### src/rtl/fhc_pkg.sv
package fhc_pkg;
  typedef enum logic [1:0] {PH_WAIT, PH_FRAME, PH_HIST} phase_e;
  localparam logic [7:0] ALPHA_OPAQUE = 8'hFF;
endpackage

### src/rtl/fhc_seq.sv
module fhc_seq
  import fhc_pkg::*;
#(
  parameter int unsigned DATA_W = 32,
  parameter int unsigned SIZE_W = 26,
  parameter int unsigned DROP_W = 16
) (
  input  logic              clk_i,
  input  logic              rst_ni,
  input  logic [SIZE_W-1:0] fbeats_i,
  input  logic [SIZE_W-1:0] hbeats_i,
  input  logic              full_i,
  input  logic [DATA_W-1:0] vid_tdata_i,
  input  logic              vid_tuser_i,
  input  logic              vid_tlast_i,
  input  logic              vid_tvalid_i,
  output logic              vid_tready_o,
  input  logic [DATA_W-1:0] hst_tdata_i,
  input  logic              hst_tlast_i,
  input  logic              hst_tvalid_i,
  output logic              hst_tready_o,
  output logic [DATA_W-1:0] out_tdata_o,
  output logic              out_tlast_o,
  output logic              out_tvalid_o,
  input  logic              out_tready_i,
  output logic              commit_o,
  output logic [DROP_W-1:0] drop_cnt_o
);
  localparam int unsigned COLOR_W = DATA_W - 8;
  localparam logic [SIZE_W-1:0] CNT_ONE = SIZE_W'(1);
  localparam logic [DROP_W-1:0] DROP_ONE = DROP_W'(1);

  phase_e            phase_q;
  logic              skip_q;
  logic [SIZE_W-1:0] cnt_q;
  logic              beat_skip, frame_beat, vid_fire, hst_fire;
  logic              frame_end, hist_end;
  logic [SIZE_W-1:0] idx;
  logic              unused_alpha;

  assign unused_alpha = ^vid_tdata_i[DATA_W-1:COLOR_W];

  always_comb begin
    beat_skip  = 1'b1;
    frame_beat = 1'b0;
    case (phase_q)
      PH_WAIT: begin
        frame_beat = vid_tuser_i;
        beat_skip  = vid_tuser_i ? full_i : 1'b1;
      end
      PH_FRAME: begin
        frame_beat = 1'b1;
        beat_skip  = vid_tuser_i ? full_i : skip_q;
      end
      default: ;
    endcase
    vid_tready_o = (phase_q != PH_HIST) && (beat_skip || out_tready_i);
    hst_tready_o = (phase_q == PH_HIST) && (skip_q || out_tready_i);
    if (phase_q == PH_HIST) begin
      out_tvalid_o = hst_tvalid_i && !skip_q;
      out_tdata_o  = hst_tdata_i;
      out_tlast_o  = hst_tlast_i;
    end else begin
      out_tvalid_o = vid_tvalid_i && !beat_skip;
      out_tdata_o  = {ALPHA_OPAQUE, vid_tdata_i[COLOR_W-1:0]};
      out_tlast_o  = 1'b0;
    end
    vid_fire  = vid_tvalid_i && vid_tready_o && frame_beat;
    hst_fire  = hst_tvalid_i && hst_tready_o;
    // a start-of-frame beat always sits at index 0, restarting any partial frame
    idx       = vid_tuser_i ? '0 : cnt_q;
    frame_end = (idx == fbeats_i - CNT_ONE);
    hist_end  = (cnt_q == hbeats_i - CNT_ONE);
    // combinational so a start-of-frame in the next cycle sees the new occupancy
    commit_o  = hst_fire && !skip_q && hist_end && hst_tlast_i;
  end

  always_ff @(posedge clk_i or negedge rst_ni) begin
    if (!rst_ni) begin
      phase_q    <= PH_WAIT;
      skip_q     <= 1'b0;
      cnt_q      <= '0;
      drop_cnt_o <= '0;
    end else if (vid_fire) begin
      if (vid_tuser_i) begin
        skip_q <= full_i;
        if (full_i) drop_cnt_o <= drop_cnt_o + DROP_ONE;
      end
      if (frame_end) begin
        phase_q <= vid_tlast_i ? PH_HIST : PH_WAIT;
        cnt_q   <= '0;
      end else begin
        phase_q <= PH_FRAME;
        cnt_q   <= idx + CNT_ONE;
      end
    end else if (hst_fire) begin
      if (hist_end || hst_tlast_i) begin
        phase_q <= PH_WAIT;
        cnt_q   <= '0;
      end else begin
        cnt_q <= cnt_q + CNT_ONE;
      end
    end
  end
endmodule

### src/rtl/fhc_ptr.sv
module fhc_ptr #(
  parameter int unsigned SLOTS  = 5,
  parameter int unsigned ADDR_W = 32
) (
  input  logic              clk_i,
  input  logic              rst_ni,
  input  logic              step_i,
  input  logic [ADDR_W-1:0] stride_i,
  output logic [ADDR_W-1:0] base_o
);
  localparam int unsigned IDX_W = (SLOTS > 1) ? $clog2(SLOTS) : 1;
  localparam logic [IDX_W-1:0] IDX_LAST = IDX_W'(SLOTS - 1);
  localparam logic [IDX_W-1:0] IDX_ONE = IDX_W'(1);

  logic [IDX_W-1:0] idx_q;

  always_ff @(posedge clk_i or negedge rst_ni) begin
    if (!rst_ni) begin
      idx_q  <= '0;
      base_o <= '0;
    end else if (step_i) begin
      if (idx_q == IDX_LAST) begin
        idx_q  <= '0;
        base_o <= '0;
      end else begin
        idx_q  <= idx_q + IDX_ONE;
        base_o <= base_o + stride_i;
      end
    end
  end
endmodule

### src/rtl/fhc_ring.sv
module fhc_ring #(
  parameter int unsigned SLOTS  = 5,
  parameter int unsigned ADDR_W = 32,
  parameter int unsigned OCC_W  = 3
) (
  input  logic              clk_i,
  input  logic              rst_ni,
  input  logic [ADDR_W-1:0] stride_i,
  input  logic              commit_i,
  input  logic              release_i,
  output logic [OCC_W-1:0]  occ_o,
  output logic              full_o,
  output logic              rd_valid_o,
  output logic [ADDR_W-1:0] wr_base_o,
  output logic [ADDR_W-1:0] rd_base_o
);
  localparam logic [OCC_W-1:0] OCC_MAX = OCC_W'(SLOTS);
  localparam logic [OCC_W-1:0] OCC_ONE = OCC_W'(1);

  logic              rel;
  logic [1:0]        steps;
  logic [ADDR_W-1:0] bases [2];

  assign rel        = release_i && (occ_o != '0);
  assign full_o     = (occ_o == OCC_MAX);
  assign rd_valid_o = (occ_o != '0);
  assign steps      = {rel, commit_i};
  assign wr_base_o  = bases[0];
  assign rd_base_o  = bases[1];

  for (genvar g = 0; g < 2; g++) begin : g_ptr
    fhc_ptr #(.SLOTS(SLOTS), .ADDR_W(ADDR_W)) u_ptr (
      .clk_i   (clk_i),
      .rst_ni  (rst_ni),
      .step_i  (steps[g]),
      .stride_i(stride_i),
      .base_o  (bases[g])
    );
  end

  always_ff @(posedge clk_i or negedge rst_ni) begin
    if (!rst_ni) begin
      occ_o <= '0;
    end else begin
      case ({commit_i, rel})
        2'b10:   occ_o <= occ_o + OCC_ONE;
        2'b01:   occ_o <= occ_o - OCC_ONE;
        default: ;
      endcase
    end
  end
endmodule

### src/rtl/frame_hist_coord.sv
module frame_hist_coord #(
  parameter int unsigned SLOTS  = 5,
  parameter int unsigned DATA_W = 32,
  parameter int unsigned SIZE_W = 26,
  parameter int unsigned ADDR_W = 32,
  parameter int unsigned DROP_W = 16
) (
  input  logic              clk_i,
  input  logic              rst_ni,
  input  logic [SIZE_W-1:0] img_bytes_i,
  input  logic [SIZE_W-1:0] hist_bytes_i,
  input  logic [DATA_W-1:0] vid_tdata_i,
  input  logic              vid_tuser_i,
  input  logic              vid_tlast_i,
  input  logic              vid_tvalid_i,
  output logic              vid_tready_o,
  input  logic [DATA_W-1:0] hst_tdata_i,
  input  logic              hst_tlast_i,
  input  logic              hst_tvalid_i,
  output logic              hst_tready_o,
  output logic [DATA_W-1:0] out_tdata_o,
  output logic              out_tlast_o,
  output logic              out_tvalid_o,
  input  logic              out_tready_i,
  output logic [ADDR_W-1:0] wr_base_o,
  output logic              rd_valid_o,
  output logic [ADDR_W-1:0] rd_base_o,
  output logic [SIZE_W:0]   rd_bytes_o,
  input  logic              rd_release_i,
  output logic [DROP_W-1:0] drop_cnt_o
);
  localparam int unsigned OCC_W = $clog2(SLOTS + 1);

  logic [SIZE_W:0]   slot_bytes;
  logic [ADDR_W-1:0] stride;
  logic [SIZE_W-1:0] fbeats, hbeats;
  logic              commit, full;
  logic [OCC_W-1:0]  occ;

  assign slot_bytes = {1'b0, img_bytes_i} + {1'b0, hist_bytes_i};
  assign stride     = ADDR_W'(slot_bytes >> 1);
  assign fbeats     = img_bytes_i >> 2;
  assign hbeats     = hist_bytes_i >> 2;
  assign rd_bytes_o = slot_bytes;

  fhc_seq #(.DATA_W(DATA_W), .SIZE_W(SIZE_W), .DROP_W(DROP_W)) u_seq (
    .clk_i       (clk_i),
    .rst_ni      (rst_ni),
    .fbeats_i    (fbeats),
    .hbeats_i    (hbeats),
    .full_i      (full),
    .vid_tdata_i (vid_tdata_i),
    .vid_tuser_i (vid_tuser_i),
    .vid_tlast_i (vid_tlast_i),
    .vid_tvalid_i(vid_tvalid_i),
    .vid_tready_o(vid_tready_o),
    .hst_tdata_i (hst_tdata_i),
    .hst_tlast_i (hst_tlast_i),
    .hst_tvalid_i(hst_tvalid_i),
    .hst_tready_o(hst_tready_o),
    .out_tdata_o (out_tdata_o),
    .out_tlast_o (out_tlast_o),
    .out_tvalid_o(out_tvalid_o),
    .out_tready_i(out_tready_i),
    .commit_o    (commit),
    .drop_cnt_o  (drop_cnt_o)
  );

  fhc_ring #(.SLOTS(SLOTS), .ADDR_W(ADDR_W), .OCC_W(OCC_W)) u_ring (
    .clk_i     (clk_i),
    .rst_ni    (rst_ni),
    .stride_i  (stride),
    .commit_i  (commit),
    .release_i (rd_release_i),
    .occ_o     (occ),
    .full_o    (full),
    .rd_valid_o(rd_valid_o),
    .wr_base_o (wr_base_o),
    .rd_base_o (rd_base_o)
  );
endmodule

### config.mk
export PLATFORM = sky130hd
export DESIGN_NAME = frame_hist_coord
export DESIGN_NICKNAME = d
export VERILOG_FILES = /design/src/rtl/fhc_pkg.sv /design/src/rtl/fhc_seq.sv /design/src/rtl/fhc_ptr.sv /design/src/rtl/fhc_ring.sv /design/src/rtl/frame_hist_coord.sv
export SDC_FILE = /design/constraint.sdc
export NUM_CORES = 1
export LEC_CHECK = 0
export BUFFER_PORTS_ARGS = -buffer_cell sky130_fd_sc_hd__buf_2
export CORE_UTILIZATION = 45
export CTS_CLUSTER_SIZE = 16
export DETAILED_ROUTE_END_ITERATION = 8
export PLACE_DENSITY_LB_ADDON = 0.08
export SETUP_SLACK_MARGIN = 0.02
export SLEW_MARGIN = 20
export SYNTH_ARGS = -nofsm -noshare
export SYNTH_HDL_FRONTEND = slang
export SYNTH_HIERARCHICAL = 1
export SYNTH_SLANG_ARGS = --single-unit
### constraint.sdc
create_clock -name clk_i -period 10.43 [get_ports clk_i]
set_input_delay 3.129 -clock clk_i [delete_from_list [all_inputs] [get_ports clk_i]]
set_output_delay 3.129 -clock clk_i [all_outputs]
set_load 0.05 [all_outputs]
======== Word-level counts from Yosys, hierarchy flattened ========
Cells that the tools add are included.
word-level totals
  register bits after elaboration ......... 118
  latch bits .............................. 0
  memory bits (writable) .................. 0
  ROM bits ................................ 0
  output and inout port bits .............. 144
  logic and storage cells ................. 76
  memories ................................ 0
cells by class
  add/sub/neg operators ................... 12
  multipliers ............................. 0
  divide/modulo/power cells ............... 0
  order comparisons ....................... 0
  eq/ne operators ......................... 10
  shift operators ......................... 0
  mux-type cells .......................... 22
  bitwise logic cells ..................... 0
  reductions and logical operators ........ 23
operator list
  cell                                                count
  two-way mux 26 bit                                  5
  two-way mux 32 bit                                  3
  adder 32 x 26 -> 32 bit                             2
  adder 26 x 1 -> 26 bit, second input constant       2
  == test 26 bit                                      2
  subtractor 24 x 1 -> 25 bit, second input constant  2
  adder 26 x 26 -> 27 bit                             1
  adder 16 x 1 -> 16 bit, second input constant       1
  logical AND 1 bit                                   11
  two-way mux 2 bit                                   5
  adder 3 x 1 -> 3 bit, second input constant         3
  == test 3 bit, second input constant                3
  two-way mux 3 bit                                   2
  case mux 3 bit (2 select lines)                     1
  nonzero test 2 bit                                  3
  == test 2 x 1 -> 1 bit, second input constant       2
  == test 2 bit, second input constant                2
  two-way mux 1 bit                                   4
  case mux 1 bit (2 select lines)                     2
  logical OR 1 bit                                    3
  AND reduction 3 bit                                 1
  nonzero test 3 bit                                  1
  subtractor 3 x 1 -> 3 bit, second input constant    1
  logical NOT 1 bit                                   2
  other kinds (3)                                     3

======== Logic depth before layout (Yosys ltp) ========
  depth after elaboration ................. 9
  depth in mapped cells ................... 21
  depth with buffers taken out ............ 21

======== Modules after synthesis ========
Netlist, hierarchy kept.
modules (own cells, without submodules)
  module                           instances  cells an instance  area an instance (um^2)  sequential area each (um^2)
  fhc_seq                          1          687                5248.8                   1126.1
  fhc_ptr (u_ring.g_ptr[0].u_ptr)  1          328                3000.4                   875.8
  fhc_ptr (u_ring.g_ptr[1].u_ptr)  1          310                2857.7                   875.8
  frame_hist_coord                 1          183                1292.5                   0.0
  fhc_ring                         1          17                 190.2                    75.1

======== Worst setup path after synthesis ========
No wires, ideal clock.
  kind .................................... input to output
  from .................................... in img_bytes_i[0]
  to ...................................... out rd_bytes_o[16]
  arrival ................................. 5726 ps
  data required time ...................... 7301 ps
  setup slack ............................. 1575 ps
  cell stages on the path ................. 10
  path buffers ............................ 0
  cell sequence ........................... ha_1 > inv_1 > fa_1 > nand2b_1 > a21o_1 > a21oi_1 > o21ai_0 > o21ai_0 > a31oi_1 > xnor2_1
between the ends
  longest elaborated chain between the ends .. 1
ends and longest elaborated chain
  element                  line                    source
  start: declaration       frame_hist_coord.sv:10  input logic [SIZE_W-1:0] img_bytes_i,
  adder 26 x 26 -> 27 bit  frame_hist_coord.sv:40  assign slot_bytes = {1'b0, img_bytes_i} + {1'b0, hist_bytes_i};
  end: declaration         frame_hist_coord.sv:28  output logic [SIZE_W:0] rd_bytes_o,
No other way between the ends.

======== Final worst setup path ========
  from .................................... in img_bytes_i[10]
  to ...................................... out rd_bytes_o[23]
Same word-level chain as after synthesis.

==> run summary <==
The setup TNS after final layout was 0 ps. After clock tree synthesis, the repair step resized 0 gates. STA classifies the critical path endpoint as an output port. After synthesis, the largest family of logic cells by area is compound AO/OA/AOI/OAI gates. Entering global routing, the biggest net connects 73 pins. The number of placed instances, taps included, is 2131. After synthesis, the cell types taking the most area are sky130_fd_sc_hd__dfrtp_1 23%, sky130_fd_sc_hd__ha_1 9.7%, sky130_fd_sc_hd__xnor2_1 7.5%, sky130_fd_sc_hd__a21oi_1 3.8%, sky130_fd_sc_hd__xor2_1 3.8%.

VDD sags by at most 181 µV. Between clock sinks in the finished design, the worst skew comes to 15.0 ps. The first-pass iteration count of the detailed router is 7. Count of input and output buffers: 260. The worst register-to-register path has a depth of 13.

For this design, the CTS-stage hold fixing added 0 buffers. The vertical die dimension was 169 µm; the share of async-settable or async-resettable flops after synthesis was 1.00. Leaving out fill and tap cells, the most frequent cell in the layout is sky130_fd_sc_hd__buf_2. Dominant cell type by area after synthesis: sky130_fd_sc_hd__dfrtp_1.

Post-CTS timing repair inserted 0 buffers for setup. The buffer cell driving the clock tree root was sky130_fd_sc_hd__clkbuf_16. The floorplan has 60 rows. The layout overhead on the synthesized area is 17.9%. The tools report the routed wire length as 41.5 mm. The layout has 2652 filler cells. For the H-tree depth, the log shows 4.

The number of clock buffers added by TritonCTS is 17. The netlist area before placement is 12600 µm². The logs give 0 for the DRC violation count after routing and 2 for the buffer levels on the longest clock path.

The floorplan step set the die width to 169 µm. For the worst-skew pair, the clock arrives at the later sink with an insertion delay of 430 ps. The starting density of the core was 0.463; the number of synthesized flops with an enable pin was 0. The flow ran to the end, and the final reports show no timing, DRC or antenna violations. The tools report the sort of element at the start of the critical path as an input pin.

The first global-routing pass estimated 64.9 mm of wire. Clock tree synthesis found a total of 118 sinks. Detailed-placement wirelength estimate: 31.9 mm. The detail route stage leaves a number of antenna-violating nets equal to 0. Setup repair after global routing left no endpoint under its margin.

For this run, the leading register cell type out of synthesis is sky130_fd_sc_hd__dfrtp_1. The top-area cell type share of the netlist area was 0.235; the final hold violation count was 0. STA puts the critical path data arrival time at 6370 ps. The power per unit of standard cell area is 204 nW/µm², and the final weighted congestion in routability-driven placement is 0.927. The run gives 27200 µm² as the core footprint. The combined global-route utilization of all metal layers was 0.290. Pin placement for this block handled 269 I/O pins.

The share of the yosys chip area belonging to registers was 0.235. The simple-gate area share of the yosys netlist is 0.228. At the pin with the least slew margin, the transition time is 1090 ps. The area of all placed cells without fillers was 14800 µm²; the area fraction in compound gates after synthesis was 0.243. After the first detailed-routing iteration, the DRC count stood at 1053. The number of instances on the worst hold path is 1.

After clock tree synthesis, the clock-pin slew on the worst setup and hold paths is 60 ps. After the last flow step, the layout net total stands at 2006. Data on the critical path is required at its endpoint by 7300 ps.

For this run, the number of Yosys warnings is 6. For this design the static power due to leakage is 6.81 nW. For this run, the top clock speed supported by timing is 0.105 GHz. Using the TritonRoute via totals, the vias-per-cell ratio works out to 5.95. The fraction of the cycle the final worst path needs was 0.911. Synthesis produced 1525 cells. In the layout the commonest cells are 259 x sky130_fd_sc_hd__buf_2, 118 x sky130_fd_sc_hd__dfrtp_1, 116 x sky130_fd_sc_hd__nand2_1. In this run, distinct cell masters in the synthesized netlist total 102. The tightest hold path in the finished design has a slack of 470 ps. Summed over all layers, the global routing overflow is 0.

The non-filler instance count after layout was 2164; the number of antenna violations at the first check in global routing was 4. The run gives 0.273 as the headroom to the max-slew limit. The smallest clock period supported by the final layout is computed as 9500 ps. The number of max-capacitance violations reported is 0, and the via count is 12900. The total die area was 28600 µm².

The tools report the total of endpoints with negative setup slack in the final report as 0. Overall power consumption after layout is estimated at 3.03 mW. The XOR/XNOR share of the synthesized area is 0.113, and the adder and majority gate portion of the synthesized area is 0.104.

The post-placement cell area is 14300 µm². TritonCTS built the clock tree. The routed wirelength normalized by instance count was 19.2 µm; the synthesized flop and latch total was 118. The fraction of layout instances using a drive strength above 1 was 0.216; the final max-slew violation count was 0. A synthesized cell averages 8.26 µm². Share of cell area taken by muxes after synthesis: 0.0323. The critical path in this run is classified as in -> out. Of all nets on the critical path, the largest fanout is 4. The number of global-route vias before repair was 12000.

The path class of the tightest hold or removal check is reg -> reg.
[metrics by stage]
step / setup slack [ps] / util
after global placement: 1090 / 0.525
after detailed placement: 1040 / 0.525
after global routing: 640 / 0.546
after floorplan: 1580 / -
final: 929 / 0.546
after CTS: 1020 / 0.545
[worst max-delay path: stages]
cell,delay (ps)
sky130_fd_sc_hd__buf_2,140
sky130_fd_sc_hd__ha_1,360
sky130_fd_sc_hd__a21oi_1,220
sky130_fd_sc_hd__nor3_1,80
sky130_fd_sc_hd__a2111oi_0,750
sky130_fd_sc_hd__a311oi_1,290
sky130_fd_sc_hd__o21ai_1,330
sky130_fd_sc_hd__mux2_4,330
sky130_fd_sc_hd__a2111o_1,490
sky130_fd_sc_hd__buf_2,260
[final cells by class]
| class | count | area [µm²] | share of cell area |
|---|---|---|---|
| multi-input cells | 1304 | 9190 | 0.619 |
| diodes | 1 | 2.50 | 0.000169 |
| well taps | 372 | 465 | 0.0314 |
| flip-flops and latches | 118 | 2950 | 0.199 |
| clock inverters | 13 | 101 | 0.00683 |
| inverters | 58 | 218 | 0.0147 |
| repair buffers | 280 | 1470 | 0.0993 |
| clock buffers | 18 | 439 | 0.0296 |
[cell families (layout without fill, tap and decap cells)]
group | Yosys count | count (layout)
compound gates | 435 | 435
buf+inv | 126 | 369
xor+xnor | 162 | 162
mux | 37 | 37
simple gates | 544 | 544
other cells | 1 | 25
flops | 118 | 118
fa+ha+maj | 102 | 102
[routing by layer]
| metal | global-route usage | up-vias | routed length [µm] | share of wire |
|---|---|---|---|---|
| li1 | - | 6184 | - | - |
| met1 | 0.403 | 6058 | 19200 | 0.46 |
| met5 | 0 | - | 0 | 0 |
| met2 | 0.454 | 567 | 18200 | 0.44 |
| met4 | 0.102 | 0 | 1060 | 0.026 |
| met3 | 0.0476 | 60 | 3060 | 0.074 |
[final timing paths]
check                      slack, ps                 start                                to
hold reg to reg                  470  u_seq/drop_cnt_o[15]              u_seq/drop_cnt_o[15]
min in group asynchronous       2730                rst_ni              u_seq/drop_cnt_o[11]
setup / recovery                 930       img_bytes_i[10]                    rd_bytes_o[23]
hold / removal                   470  u_seq/drop_cnt_o[15]              u_seq/drop_cnt_o[15]
setup reg to reg                6060       u_seq/cnt_q[11]  u_ring/g_ptr[0].u_ptr/base_o[31]
max in group asynchronous       6560                rst_ni                   u_seq/cnt_q[14]
[cell usage after synthesis (13+ instances only)]
cell type	n
sky130_fd_sc_hd__a211oi_1	17
sky130_fd_sc_hd__a21o_1	39
sky130_fd_sc_hd__a21oi_1	95
sky130_fd_sc_hd__a22o_1	44
sky130_fd_sc_hd__a31oi_1	15
sky130_fd_sc_hd__and2_1	14
sky130_fd_sc_hd__and3_1	17
sky130_fd_sc_hd__clkbuf_1	49
sky130_fd_sc_hd__dfrtp_1	118
sky130_fd_sc_hd__ha_1	98
sky130_fd_sc_hd__inv_1	57
sky130_fd_sc_hd__mux2_2	25
sky130_fd_sc_hd__nand2_1	116
sky130_fd_sc_hd__nand2b_1	16
sky130_fd_sc_hd__nand3_1	58
sky130_fd_sc_hd__nand4_1	40
sky130_fd_sc_hd__nor2_1	99
sky130_fd_sc_hd__nor2b_1	31
sky130_fd_sc_hd__nor3_1	43
sky130_fd_sc_hd__nor4_1	19
sky130_fd_sc_hd__o211ai_1	22
sky130_fd_sc_hd__o21a_1	13
sky130_fd_sc_hd__o21ai_0	76
sky130_fd_sc_hd__or3_1	26
sky130_fd_sc_hd__xnor2_1	108
sky130_fd_sc_hd__xor2_1	54
[flip-flops by register name, summed over array words and instances, names as in the netlist]
register and cells:
u_ring/occ_o 3, u_ring/g_ptr.u_ptr/idx_q 6, u_seq/cnt_q 26, u_seq/drop_cnt_o 16, u_seq/phase_q 2, u_ring/g_ptr.u_ptr/base_o 64
u_seq/skip_q 1
[power by group]
group | leakage [nW] | internal, mW | switching (mW) | total, mW
Combinational | 5.02 | 0.631 | 1.13 | 1.76
Clock | 0.256 | 0.311 | 0.250 | 0.561
Sequential | 1.54 | 0.562 | 0.148 | 0.709
(Power assumes the default switching activity.)
